--- src/rtl/adc_ctrl_pkg.sv ---
package adc_ctrl_pkg;

  typedef enum logic [2:0] {
    ST_IDLE,
    ST_SETUP,
    ST_STROBE,
    ST_WAIT,
    ST_CAPT,
    ST_READ
  } ctrlState_t;

  typedef struct packed {
    logic capture;
    logic startMark;
  } ctrlStrobe_t;

endpackage

--- src/rtl/adc_ctrl_datapath.sv ---
module adc_ctrl_datapath
  import adc_ctrl_pkg::*;
#(
  parameter int DATA_W      = 16,
  parameter int PER_W       = 16,
  parameter int SYNC_STAGES = 2,
  parameter int THRU_CYC    = 400
) (
  input  logic              clk,
  input  logic              rstN,
  input  logic              busyIn,
  input  logic [DATA_W-1:0] dataIn,
  input  logic [PER_W-1:0]  periodCycles,
  input  ctrlStrobe_t       strb,
  output logic              busyRise,
  output logic              thruOk,
  output logic              periodDue,
  output logic [DATA_W-1:0] resultData,
  output logic              resultValid
);

  localparam logic [PER_W-1:0] THRU_LIM = PER_W'(THRU_CYC);
  localparam logic [PER_W-1:0] CNT_MAX  = {PER_W{1'b1}};

  logic [SYNC_STAGES-1:0] syncQ;
  logic                   busyPrev;
  logic [PER_W-1:0]       sinceStart;

  // BUSY is asynchronous: shift it through a synchronizer chain first
  always_ff @(posedge clk or negedge rstN) begin
    if (!rstN) begin
      syncQ    <= {SYNC_STAGES{1'b1}};
      busyPrev <= 1'b1;
    end else begin
      syncQ    <= {syncQ[SYNC_STAGES-2:0], busyIn};
      busyPrev <= syncQ[SYNC_STAGES-1];
    end
  end

  assign busyRise = syncQ[SYNC_STAGES-1] & ~busyPrev;

  // cycles since the last conversion start, saturating
  always_ff @(posedge clk or negedge rstN) begin
    if (!rstN)                  sinceStart <= CNT_MAX;
    else if (strb.startMark)    sinceStart <= '0;
    else if (sinceStart != CNT_MAX) sinceStart <= sinceStart + 1'b1;
  end

  assign thruOk    = (sinceStart >= THRU_LIM);
  assign periodDue = (sinceStart >= periodCycles);

  always_ff @(posedge clk or negedge rstN) begin
    if (!rstN) begin
      resultData  <= '0;
      resultValid <= 1'b0;
    end else begin
      resultValid <= strb.capture;
      if (strb.capture) resultData <= dataIn;
    end
  end

  // a result strobe never lasts two cycles
  assert_valid_pulse_R3: assert property (@(posedge clk) disable iff (!rstN)
    resultValid |=> !resultValid);

  // the control only starts when the throughput interval has passed
  assert_thru_gap_R5: assert property (@(posedge clk) disable iff (!rstN)
    strb.startMark |-> thruOk);

endmodule

--- src/rtl/adc_ctrl_fsm.sv ---
module adc_ctrl_fsm
  import adc_ctrl_pkg::*;
#(
  parameter int SETUP_CYC   = 3,
  parameter int STROBE_CYC  = 5,
  parameter int TIMEOUT_CYC = 600,
  parameter int READ_CYC    = 9,
  parameter int HAZARD_CYC  = 25,
  parameter bit QUEUE_START = 1'b1
) (
  input  logic        clk,
  input  logic        rstN,
  input  logic        startReq,
  input  logic        freeRun,
  input  logic        readReq,
  input  logic        busyRise,
  input  logic        thruOk,
  input  logic        periodDue,
  output ctrlStrobe_t strb,
  output logic        csN,
  output logic        rcN,
  output logic        timeoutErr,
  output logic        overrunErr
);

  localparam int M1    = (SETUP_CYC > STROBE_CYC) ? SETUP_CYC : STROBE_CYC;
  localparam int M2    = (M1 > READ_CYC) ? M1 : READ_CYC;
  localparam int MAXC  = (M2 > TIMEOUT_CYC) ? M2 : TIMEOUT_CYC;
  localparam int CNT_W = $clog2(MAXC + 1);
  localparam int HZ_W  = $clog2(HAZARD_CYC + 2);

  localparam logic [CNT_W-1:0] SETUP_END   = CNT_W'(SETUP_CYC - 1);
  localparam logic [CNT_W-1:0] STROBE_END  = CNT_W'(STROBE_CYC - 1);
  localparam logic [CNT_W-1:0] TIMEOUT_END = CNT_W'(TIMEOUT_CYC - 1);
  localparam logic [CNT_W-1:0] READ_END    = CNT_W'(READ_CYC - 1);

  ctrlState_t       st, stNext;
  logic [CNT_W-1:0] phaseCnt;
  logic             pending;
  logic             goConv;
  logic             waitExpired;

  assign goConv      = (st == ST_IDLE) && thruOk &&
                       (pending || startReq || (freeRun && periodDue));
  assign waitExpired = (st == ST_WAIT) && !busyRise && (phaseCnt == TIMEOUT_END);

  always_comb begin
    stNext = st;
    strb   = '0;
    unique case (st)
      ST_IDLE: begin
        if (goConv)       stNext = ST_SETUP;
        else if (readReq) stNext = ST_READ;
      end
      ST_SETUP: begin
        if (phaseCnt == SETUP_END) begin
          stNext         = ST_STROBE;
          strb.startMark = 1'b1;
        end
      end
      ST_STROBE: if (phaseCnt == STROBE_END) stNext = ST_WAIT;
      ST_WAIT: begin
        if (busyRise)         stNext = ST_CAPT;
        else if (waitExpired) stNext = ST_IDLE;
      end
      ST_CAPT: begin
        strb.capture = 1'b1;
        stNext       = ST_IDLE;
      end
      ST_READ: begin
        if (phaseCnt == READ_END) begin
          strb.capture = 1'b1;
          stNext       = ST_IDLE;
        end
      end
      default: stNext = ST_IDLE;
    endcase
  end

  always_ff @(posedge clk or negedge rstN) begin
    if (!rstN) begin
      st       <= ST_IDLE;
      phaseCnt <= '0;
      csN      <= 1'b1;
      rcN      <= 1'b1;
    end else begin
      st       <= stNext;
      phaseCnt <= (stNext != st) ? '0 : phaseCnt + 1'b1;
      // strobes are registered from the next state so they never glitch
      csN <= !(stNext inside {ST_STROBE, ST_WAIT, ST_CAPT, ST_READ});
      rcN <= !(stNext inside {ST_SETUP, ST_STROBE});
    end
  end

  always_ff @(posedge clk or negedge rstN) begin
    if (!rstN) begin
      pending    <= 1'b0;
      overrunErr <= 1'b0;
      timeoutErr <= 1'b0;
    end else begin
      if (waitExpired) timeoutErr <= 1'b1;
      if (goConv) begin
        if (startReq && pending) begin
          if (QUEUE_START) pending <= 1'b1;
          else             overrunErr <= 1'b1;
        end else begin
          pending <= 1'b0;
        end
      end else if (startReq) begin
        if (QUEUE_START && !pending) pending <= 1'b1;
        else                         overrunErr <= 1'b1;
      end
    end
  end

  // counter for the release window after BUSY rises (used by R4 check)
  logic            relArmed;
  logic [HZ_W-1:0] relCnt;
  always_ff @(posedge clk or negedge rstN) begin
    if (!rstN) begin
      relArmed <= 1'b0;
      relCnt   <= '0;
    end else if (busyRise) begin
      relArmed <= 1'b1;
      relCnt   <= '0;
    end else if (relArmed) begin
      if (csN) relArmed <= 1'b0;
      else if (relCnt != {HZ_W{1'b1}}) relCnt <= relCnt + 1'b1;
    end
  end

  // read/convert may never fall while chip-select is low
  assert_rc_before_cs_R2: assert property (@(posedge clk) disable iff (!rstN)
    $fell(rcN) |-> csN);

  // both low only if read/convert was already low the cycle before
  assert_rc_held_R2: assert property (@(posedge clk) disable iff (!rstN)
    (!csN && !rcN) |-> $past(!rcN));

  // chip-select released inside the hazard window
  assert_release_window_R4: assert property (@(posedge clk) disable iff (!rstN)
    relArmed |-> (relCnt < HZ_W'(HAZARD_CYC)));

  // overrun flag is sticky
  assert_overrun_sticky_R7: assert property (@(posedge clk) disable iff (!rstN)
    overrunErr |=> overrunErr);

  // timeout flag is sticky
  assert_timeout_sticky_R8: assert property (@(posedge clk) disable iff (!rstN)
    timeoutErr |=> timeoutErr);

endmodule

--- src/rtl/adc_conv_ctrl.sv ---
module adc_conv_ctrl
  import adc_ctrl_pkg::*;
#(
  parameter int DATA_W      = 16,
  parameter int PER_W       = 16,
  parameter int SYNC_STAGES = 2,
  parameter int SETUP_CYC   = 3,
  parameter int STROBE_CYC  = 5,
  parameter int THRU_CYC    = 400,
  parameter int TIMEOUT_CYC = 600,
  parameter int READ_CYC    = 9,
  parameter int HAZARD_CYC  = 25,
  parameter bit QUEUE_START = 1'b1
) (
  input  logic              clk,
  input  logic              rstN,
  input  logic              startReq,
  input  logic              freeRun,
  input  logic [PER_W-1:0]  periodCycles,
  input  logic              readReq,
  output logic              csN,
  output logic              rcN,
  input  logic              busyIn,
  input  logic [DATA_W-1:0] dataIn,
  output logic [DATA_W-1:0] resultData,
  output logic              resultValid,
  output logic              timeoutErr,
  output logic              overrunErr
);

  ctrlStrobe_t strb;
  logic        busyRise, thruOk, periodDue;

  adc_ctrl_fsm #(
    .SETUP_CYC  (SETUP_CYC),
    .STROBE_CYC (STROBE_CYC),
    .TIMEOUT_CYC(TIMEOUT_CYC),
    .READ_CYC   (READ_CYC),
    .HAZARD_CYC (HAZARD_CYC),
    .QUEUE_START(QUEUE_START)
  ) uCtrl (
    .clk(clk), .rstN(rstN), .startReq(startReq), .freeRun(freeRun),
    .readReq(readReq), .busyRise(busyRise), .thruOk(thruOk),
    .periodDue(periodDue), .strb(strb), .csN(csN), .rcN(rcN),
    .timeoutErr(timeoutErr), .overrunErr(overrunErr)
  );

  adc_ctrl_datapath #(
    .DATA_W     (DATA_W),
    .PER_W      (PER_W),
    .SYNC_STAGES(SYNC_STAGES),
    .THRU_CYC   (THRU_CYC)
  ) uData (
    .clk(clk), .rstN(rstN), .busyIn(busyIn), .dataIn(dataIn),
    .periodCycles(periodCycles), .strb(strb), .busyRise(busyRise),
    .thruOk(thruOk), .periodDue(periodDue), .resultData(resultData),
    .resultValid(resultValid)
  );

endmodule

--- config.mk ---
export PLATFORM = sky130hd
export DESIGN_NAME = adc_conv_ctrl
export DESIGN_NICKNAME = d
export VERILOG_FILES = /design/src/rtl/adc_ctrl_pkg.sv /design/src/rtl/adc_ctrl_datapath.sv /design/src/rtl/adc_ctrl_fsm.sv /design/src/rtl/adc_conv_ctrl.sv
export SDC_FILE = /design/constraint.sdc
export NUM_CORES = 1
export LEC_CHECK = 0
export BUFFER_PORTS_ARGS = -buffer_cell sky130_fd_sc_hd__buf_4
export CAP_MARGIN = 10
export CORE_MARGIN = 2
export CORE_UTILIZATION = 45
export DETAILED_ROUTE_END_ITERATION = 6
export PLACE_DENSITY_LB_ADDON = 0.12
export SLEW_MARGIN = 25
export SYNTH_ARGS = -nofsm -noshare
export SYNTH_HDL_FRONTEND = slang
export SYNTH_HIERARCHICAL = 1
export SYNTH_SLANG_ARGS = --single-unit
export TNS_END_PERCENT = 5
--- constraint.sdc ---
create_clock -name clk -period 2.48 [get_ports clk]
set_input_delay 0.496 -clock clk [delete_from_list [all_inputs] [get_ports clk]]
set_output_delay 0.496 -clock clk [all_outputs]
set_load 0.01 [all_outputs]
==> metrics <==
outcome=finished, violations left; violations in the final reports=negative setup slack; Critical-path top delay cell=dfstp_2; Avg Vias per Cell=5.455; number of buffers added on ports=58; count of hold buffers inserted by post-cts repair=0; starting density of the core=45.92%; total CTS buffers=5; worst path arrival time=2.83 ns; yosys warns=6; number of nets still failing antenna checks after routing=0; setup violation total in the final timing report=11; Sw Share=34.97%; fin. max-slew vios=0; final RePlAce weighted congestion=0.8374; cells along the critical path=ha_4, nand4_1, inv_1, a2111oi_2, o21ai_1, a211o_1, nand3_2, a31oi_4, a311oi_4, buf_6, buf_12, a211oi_1; Slew HR=54.06%; Routed wire per std cell=13.92 um; share of synthesized registers carrying an async set or reset=100.0%; Synth-to-Final Area Change=32.08%; count of flip-flops with a built-in enable after synthesis=0; post-detailed-routing wire length=6457 um; Die W=86.81 um; dpl ws=-0.4557 ns; Die Y=86.81 um; post-synthesis average cell area=10.35 um^2; Netlist Area Pre-Place=3085 um^2; sequential share of power=35.2%; deepest clock path buffer count=2; peak supply drop=0.0005286 V; maximum clock skew at final layout=0.005409 ns; required time worst endpoint=2.65 ns; Final Hold Slack=0.2226 ns; reported max-cap violation count=0; depth of the CTS H-tree=2; number of iterations in the first detailed-routing pass=4; Clock Sink Count=54; clock latency of the later-clocked register in the worst-skew pair=0.30 ns; first-pass GRT wire length=11330 um; critical path type=reg2reg; crit start category=flip-flop; final critical-path setup slack=-0.1774 ns; largest area contributor in the synthesized netlist=dfrtp_1; number of antenna cells inserted=0; DR DRC count=0; total global-route track usage=18.74%; total net switching power=1.362 mW; part of the total power dissipated in the clock network=16.0%; post-synth top area share=26.76%; overall power of the completed layout=3.897 mW; area of the placeable core=6719 um^2; portion of total power attributed to combinational logic=48.8%; antenna violations before repair=0; Tightest Pin Transition=0.6891 ns; post-synthesis register bit count=54; die footprint=7535 um^2; crit path capture type=flip-flop; Internal Pwr Total=2.534 mW; min-delay worst type=in2async; vias in the first global route=2450; CTS tree=yes; CTS clock-pin slew for the worst setup and hold paths=0.10 ns; leakage power=1.790 nW; HPWL after detailed placement=4731 um; dominant synthesized flop cell=dfrtp_1; cell count after synthesis=298; final core occ=60.65%; final worst-path cycle share=107.2%; peak fanout along the critical path=5; total nets after synthesis=357; Placement Rows=30; share of final-layout standard cells stronger than drive strength 1=40.89%; largest incremental delay on the critical path=0.58 ns; sequential fraction of the synthesis area=44.65%; cells taking the most area after synthesis=dfrtp_1 (27%), dfstp_2 (18%), ha_1 (8.5%); setup repair after global routing missed its margin=yes; net count reported at finish=442; highest clock rate=0.3763 GHz; pwr dens=956.2 nW/um^2; Vias=2531; number of hold violations in the final report=0; worst reg-to-reg path cell count=12; Final Critical Period=2.657 ns; Netlist cell types=54; total negative setup slack=-1.755 ns; number of design-rule violations left by the first detailed-router iteration=191; pin count of the biggest net entering global routing=55; final global-route overflow total=0; Top Ports=59; clk root buf=clkbuf_8
[kinds of logic after synthesis]
family                     count (synthesis)  synth area share [%]
adders and majority gates                 22                 8.840
DFF                                       54                 44.65
AOI/OAI and AO/OA                         48                 12.13
xor gates and xnor gates                   9                 2.555
and+or+nand+nor                          114                 21.17
muxes                                     18                 6.529
buffers and inverters                     33                 4.136
[final cells by class]
class	instances	area (um^2)
sequential	54	1378
timing repair buffer	85	686.9
inverter	26	97.59
multi-input combinational	211	1692
fill	583	2644
tap	80	100.1
clock buffer	6	82.58
clock inverter	2	38.79
[cell usage in the layout (no fill, tap or decap), types with 5 or more instances in the layout]
cell and count:
nand3_1 12, a31oi_1 5, clkbuf_8 6, ha_4 5, dfstp_2 21, ha_1 16
nand4_1 8, inv_1 26, nor3_1 18, nor2_1 21, buf_4 81, dfrtp_1 33
nor2b_1 6, xnor2_1 5, nor4_1 5, a21oi_1 8, a211oi_1 5, mux2_2 17
nand2_1 14
[power by group through the flow]
stage          clock (mW)  combinational, mW  sequential [mW]
2_1_floorplan           0              0.873             1.48
6_report            0.624               1.90             1.37
3_5_place_dp            0               1.72             1.38
5_1_grt             0.686               2.09             1.41
4_1_cts             0.654               1.92             1.38
3_3_place_gp            0               1.70             1.38
[timing repair]
| item | CTS | global route |
|---|---|---|
| cloned | 1 | 0 |
| setup endpoints to repair | 12 | 28 |
| pin swaps | 4 | 1 |
| resized for setup | 15 | 2 |
| buffers inserted | 1 | 0 |
[cells in the mapped netlist (2+ instances only)]
| cell | count |
|---|---|
| dfrtp_1 | 33 |
| inv_1 | 26 |
| dfstp_2 | 21 |
| ha_1 | 21 |
| nor2_1 | 21 |
| nor3_1 | 20 |
| mux2_2 | 17 |
| nand2_1 | 14 |
| nand3_1 | 13 |
| a21oi_1 | 10 |
| nand4_1 | 8 |
| a211oi_1 | 6 |
| a31oi_1 | 6 |
| nor2b_1 | 6 |
| o21ai_0 | 6 |
| clkbuf_1 | 5 |
| nor4_1 | 5 |
| xnor2_1 | 5 |
| and3_1 | 4 |
| nor3b_1 | 4 |
| or3_1 | 4 |
| xor2_1 | 4 |
| a21boi_0 | 2 |
| a21o_1 | 2 |
| nand4_2 | 2 |
| o311a_1 | 2 |
| o31ai_1 | 2 |
| o31ai_4 | 2 |
| or4_1 | 2 |
[flip-flops by register name (all words and copies together), names as in the netlist]
signal / count
uCtrl/csN: 1
uCtrl/overrunErr: 1
uCtrl/pending: 1
uCtrl/phaseCnt: 10
uCtrl/rcN: 1
uCtrl/st: 3
uCtrl/timeoutErr: 1
uData/busyPrev: 1
uData/resultData: 16
uData/resultValid: 1
uData/sinceStart: 16
uData/syncQ: 2
[per-stage QoR]
step,std cells,cell area [um^2]
floorplan,298,3104
global placement,454,3822
detailed placement,454,3822
CTS,464,4065
global route,464,4075
finish,464,4075
[worst max-delay path: cells and delay by family, from the launching register on]
family	cells	cell delay [ns]
AOI/OAI and AO/OA	6	1.13
and+or+nand+nor	2	0.25
DFF	1	0.58
adders and majority gates	1	0.21
buffers and inverters	3	0.35
[layer usage]
metal / track usage (%) / part of all wire (%)
met1: 26.35 / 48
met2: 28.94 / 44
met3: 4.762 / 6.6
met4: 4.688 / 1.1
met5: 0 / 0
[path summary, 6_finish.rpt]
check / startpoint / to / slack [ns]
min in group clk: busyIn / uData/syncQ[0] / 0.29
max reg2reg: uData/sinceStart[13] / uCtrl/phaseCnt[9] / -0.18
max in group asynchronous: rstN / uCtrl/timeoutErr / 1.80
min: rstN / uData/resultData[5] / 0.22
max: uData/sinceStart[13] / uCtrl/phaseCnt[9] / -0.18
min reg2reg: uData/syncQ[0] / uData/syncQ[1] / 0.36
Power figures use the tool's default switching activity.
